`src/rtl/err_event_counter.sv`:
```
module err_event_counter #(
  parameter int CNT_W = 16
) (
  input  logic       clk,
  input  logic       rst_n,
  input  logic       cfg_prbs_mode,
  input  logic       cfg_sec_latch,
  input  logic       cfg_crc_mf,
  input  logic       mf_unlocked,
  input  logic       prbs_locked,
  input  logic       alarm_sim,
  input  logic       smf_strobe,
  input  logic [3:0] sa6_nibble,
  input  logic       prbs_err,
  input  logic       sec_tick,
  input  logic       ctl_wr,
  input  logic       ctl_wdata,
  input  logic       rd_en,
  input  logic       rd_addr,
  output logic [7:0] rd_data,
  output logic       snap_req,
  output logic       sec_irq
);
  localparam logic [CNT_W-1:0] CNT_MAX = {CNT_W{1'b1}};

  logic [CNT_W-1:0] cnt_q, buf_q;
  logic             req_q, irq_q;

  logic sa6_hit, sa6_inc, prbs_inc, inc;
  logic hi_rd, req_rise, clr_cnt;

  assign sa6_hit  = (sa6_nibble == 4'b0001) || (sa6_nibble == 4'b0011);
  assign sa6_inc  = !cfg_prbs_mode && cfg_crc_mf && !mf_unlocked && smf_strobe && sa6_hit;
  assign prbs_inc = cfg_prbs_mode && prbs_locked && prbs_err;
  assign inc      = sa6_inc || prbs_inc || (alarm_sim && smf_strobe);

  assign hi_rd    = rd_en && rd_addr;
  assign req_rise = ctl_wr && ctl_wdata && !req_q;
  assign clr_cnt  = cfg_sec_latch ? sec_tick : req_rise;

  always_ff @(posedge clk or negedge rst_n) begin
    if (!rst_n)
      cnt_q <= '0;
    else if (clr_cnt)
      cnt_q <= inc ? CNT_W'(1) : '0;
    else if (inc && cnt_q != CNT_MAX)
      cnt_q <= cnt_q + 1'b1;
  end

  always_ff @(posedge clk or negedge rst_n) begin
    if (!rst_n)
      buf_q <= '0;
    else if (cfg_sec_latch) begin
      if (sec_tick)
        buf_q <= cnt_q;
    end else if (req_rise || !req_q)
      buf_q <= cnt_q;
  end

  always_ff @(posedge clk or negedge rst_n) begin
    if (!rst_n)
      req_q <= 1'b0;
    else if (ctl_wr)
      req_q <= ctl_wdata;
    else if (hi_rd)
      req_q <= 1'b0;
  end

  always_ff @(posedge clk or negedge rst_n) begin
    if (!rst_n)
      irq_q <= 1'b0;
    else if (cfg_sec_latch && sec_tick)
      irq_q <= 1'b1;
    else if (hi_rd)
      irq_q <= 1'b0;
  end

  assign rd_data  = rd_addr ? buf_q[15:8] : buf_q[7:0];
  assign snap_req = req_q;
  assign sec_irq  = irq_q;

  p_no_overflow_r6: assert property (@(posedge clk) disable iff (!rst_n)
    (cnt_q == CNT_MAX && !clr_cnt) |=> cnt_q == CNT_MAX);

  p_single_step_r2: assert property (@(posedge clk) disable iff (!rst_n)
    !clr_cnt |=> (cnt_q == $past(cnt_q)) || (cnt_q == $past(cnt_q) + 1'b1));

  p_buf_frozen_r8: assert property (@(posedge clk) disable iff (!rst_n)
    (!cfg_sec_latch && snap_req) |=> $stable(buf_q));

  p_req_clear_r9: assert property (@(posedge clk) disable iff (!rst_n)
    (hi_rd && !ctl_wr) |=> !snap_req);

  p_tick_clears_r10: assert property (@(posedge clk) disable iff (!rst_n)
    (cfg_sec_latch && sec_tick && !inc) |=> cnt_q == '0);

  p_irq_set_r11: assert property (@(posedge clk) disable iff (!rst_n)
    (cfg_sec_latch && sec_tick) |=> sec_irq);

  p_clear_keeps_event_r12: assert property (@(posedge clk) disable iff (!rst_n)
    (clr_cnt && inc) |=> cnt_q == CNT_W'(1));
endmodule

```
`config.mk`:
```
export PLATFORM = sky130hd
export DESIGN_NAME = err_event_counter
export DESIGN_NICKNAME = d
export VERILOG_FILES = /design/src/rtl/err_event_counter.sv
export SDC_FILE = /design/constraint.sdc
export NUM_CORES = 1
export LEC_CHECK = 0
export BUFFER_PORTS_ARGS = -buffer_cell sky130_fd_sc_hd__buf_2
export CELL_PAD_IN_SITES_DETAIL_PLACEMENT = 1
export CELL_PAD_IN_SITES_GLOBAL_PLACEMENT = 1
export CORE_MARGIN = 5
export CORE_UTILIZATION = 30
export CTS_BUF_LIST = sky130_fd_sc_hd__clkbuf_4
export CTS_CLUSTER_DIAMETER = 150
export CTS_CLUSTER_SIZE = 28
export DETAILED_ROUTE_END_ITERATION = 6
export GPL_ROUTABILITY_DRIVEN = 0
export PLACE_DENSITY_LB_ADDON = 0.25
export SYNTH_ARGS = -nofsm -noshare
export SYNTH_HDL_FRONTEND = slang
export SYNTH_SLANG_ARGS = --single-unit
```
`constraint.sdc`:
```
create_clock -name clk -period 2.1 [get_ports clk]
set_input_delay 0.21 -clock clk [delete_from_list [all_inputs] [get_ports clk]]
set_output_delay 0.21 -clock clk [all_outputs]
set_load 0.03 [all_outputs]
```
==> metrics <==
status=complete, no violations; fmax=517.1 MHz; crit-path max FO=19; CP max stage cell=or4_1; IO Pins=29; diode count=0; Pwr Density=between 500 and 600 nW/um^2; Num CTS Buffers=5; share of layout cells above drive strength 1=roughly 38%; Worst R2R Setup Slack=170 ps; Core Box Area=around 5900 um^2; sequential share of the synthesized area=between 40% and 50%; slew margin rel.=48.16%; Die Wd=~87 um; most common cell after layout, fill and taps aside=dfrtp_1; worst flop-to-flop path endpoint=cnt_q[5]; worst-margin pin slew=777.7 ps; max incr delay on CP=between 500 and 600 ps; Gate power share=between 10% and 20%; syn nets=186; share of power burned in registers=56.1%; initial cell density of the core=a little under a third; hold path depth=2; H-tree Lvls=2; Die Height=just under 90 um; TritonCTS clock tree=built; hpwl dp=about 3700 um; final setup TNS=0 ps; # placed instances=approximately 280; number of flops mapped to enable cells by yosys=0; crit end category=register; via/cell ratio=roughly 5.3; Pre-Repair DR Iteration Count=4; Setup-failing EPs final=0; CTS sink cnt=34; critical path, cell by cell=ha_1 -> and3_1 -> and4_2 -> or4_1 -> a21oi_1; Hold EP=snap_req; max-slew violation count=0; Syn Area/Cell=~11 um^2; CTS max path bufs=2; VDD IR max=between 0.0002 and 0.00025 V; drt wl/cell=17.03 um; internal power=between 800 and 900 uW; total power=~1300 uW; final WL=between 4000 and 5000 um; clk slew on worst S/H paths=about 100 ps; Final Non-Filler Cells=283; Net Sw Frac=between 20% and 30%; worst r2r path cells=5; All-Layer GR Usage=a little over an eighth; hold_sp=ctl_wr; Yosys reg bits=34; most frequent cells in the layout=dfrtp_1 (34), buf_2 (27), mux2_2 (23); synth warn=0; Nets=about 230; Port Buffers=27; clock network fraction of total power=26.8%; Max Cap Viol=0; largest net degree at the start of global routing=35; Netlist cell types=36; Hold Vio Cnt, Final=0; worst setup path category=register to register; final period utilization=~90%; die area=7632 um^2; share of flip-flops with an asynchronous set or reset=between 90% and 100%; Core Util, Final=between 30% and 40%; Required @ worst endpoint=2360 ps; first-pass GRT wire length=about 7800 um; P_leak=about 0.001 uW; Area Growth Syn to Fin=21.12%; Skew-Pair Late Insertion Delay=about 330 ps; initial antenna violation count=0; RSZ-0062 raised after global routing=false; Syn Std Cell Area=1795 um^2; reg2reg start=cnt_q[0]; Primary FF master, synth=dfrtp_1; Sw Pwr=between 300 and 400 uW; Post-Syn Instances=166; Worst Hold Class=input port to register; vias in the first global route=between 1500 and 2000; minimum clock period=1934 ps; row cnt=28; CTS Root Cell=clkbuf_4; total grt overflow=0; CP startpoint kind=register; drt initial violations=between 80 and 90; Worst Skew=approximately 10 ps; # DRC=0; CP arrival=between 2000 and 2500 ps; via count=1510; post-route ant nets=0
-- worst max-delay path: cells and delay by family, from the launching register on --
family / cells / cell delay [ps]
simple gates: 3 / 1070
flops: 1 / 400
fa+ha+maj: 1 / 240
compound gates: 1 / 160
-- cells in the mapped netlist, types with 2 or more instances --
| master | number | area [um^2] |
|---|---|---|
| a21o_1 | 2 | 15.01 |
| a21oi_1 | 10 | 50.05 |
| and2_1 | 3 | 18.77 |
| and3_1 | 4 | 25.02 |
| and4_1 | 5 | 43.79 |
| buf_2 | 3 | 15.01 |
| clkbuf_1 | 6 | 22.52 |
| dfrtp_1 | 34 | 850.8 |
| mux2_2 | 23 | 259.0 |
| mux2i_1 | 3 | 30.03 |
| nand2_1 | 15 | 56.30 |
| nand3_1 | 5 | 25.02 |
| nand4_1 | 8 | 50.05 |
| nor2_1 | 4 | 15.01 |
| nor3b_1 | 3 | 22.52 |
| nor4_1 | 5 | 31.28 |
| o21ai_0 | 3 | 15.01 |
| o31a_1 | 2 | 17.52 |
| o31ai_1 | 5 | 37.54 |
| or3_1 | 3 | 18.77 |
| or4_1 | 5 | 37.54 |
-- power groups by stage --
| stage | Combinational, uW | Clock [uW] | Sequential [uW] |
|---|---|---|---|
| 6_report | 214 | 336 | 702 |
| 2_1_floorplan | 115 | 0 | 720 |
| 3_5_place_dp | 216 | 0 | 715 |
| 3_3_place_gp | 204 | 0 | 712 |
| 4_1_cts | 217 | 348 | 702 |
| 5_1_grt | 235 | 371 | 706 |
-- flip-flops by register name (all words and copies together), names as in the netlist --
register  flops
cnt_q        16
snap_req      1
sec_irq       1
buf_q        16
-- worst max-delay path by stage --
stage,from,to,slack [ps],depth (start not counted)
finish,cnt_q[0],cnt_q[5],170,5
global route,cnt_q[0],cnt_q[10],60,5
CTS,cnt_q[0],cnt_q[5],70,5
detailed placement,cnt_q[0],cnt_q[5],90,5
global placement,cfg_prbs_mode,cnt_q[6],150,6
floorplan,cnt_q[0],cnt_q[8],270,7
-- through the flow --
step,hold slack (ps),worst slack (ps),cell area [um^2]
2_1_floorplan,-85.59,271.8,1795
3_3_place_gp,307.4,147.5,2116
3_5_place_dp,325.1,90.56,2116
4_1_cts,112.7,70.07,2173
5_1_grt,114.8,64.85,2175
6_report,114.6,166.2,2175
-- area by class of cell --
| type | instances | area [um^2] |
|---|---|---|
| clock inverters | 2 | 10.01 |
| repair buffers | 45 | 285.3 |
| clock buffers | 5 | 37.54 |
| well taps | 75 | 93.84 |
| flip-flops and latches | 34 | 850.8 |
| inverters | 1 | 3.754 |
| multi-input cells | 121 | 893.4 |
| fillers | 685 | 3711 |
-- what timing repair did --
action                                  4_1_cts  5_1_grt
buffers inserted                              0        0
endpoints found under the setup margin        0        2
hold buffers                                  1        0
resized for setup                             0        1
endpoints found under the hold margin        34        0
-- layer usage --
layer	routed length [um]	up-vias	track usage (%)	share of wire [%]
met4	87	0	4.742	1.8
met2	2586	32	23.63	54
li1	-	719	-	-
met1	1954	751	14.41	41
met5	0	-	0	0
met3	191	8	3.500	4.0
-- logic make-up after synthesis --
| family | Yosys count | synth area share, % |
|---|---|---|
| and+or+nand+nor | 64 | 20.97 |
| buffers and inverters | 11 | 2.926 |
| DFF | 34 | 47.39 |
| muxes | 26 | 16.10 |
| adders and majority gates | 1 | 0.6968 |
| AOI/OAI and AO/OA | 30 | 11.92 |
No activity file was read; power rests on OpenSTA's default activity.
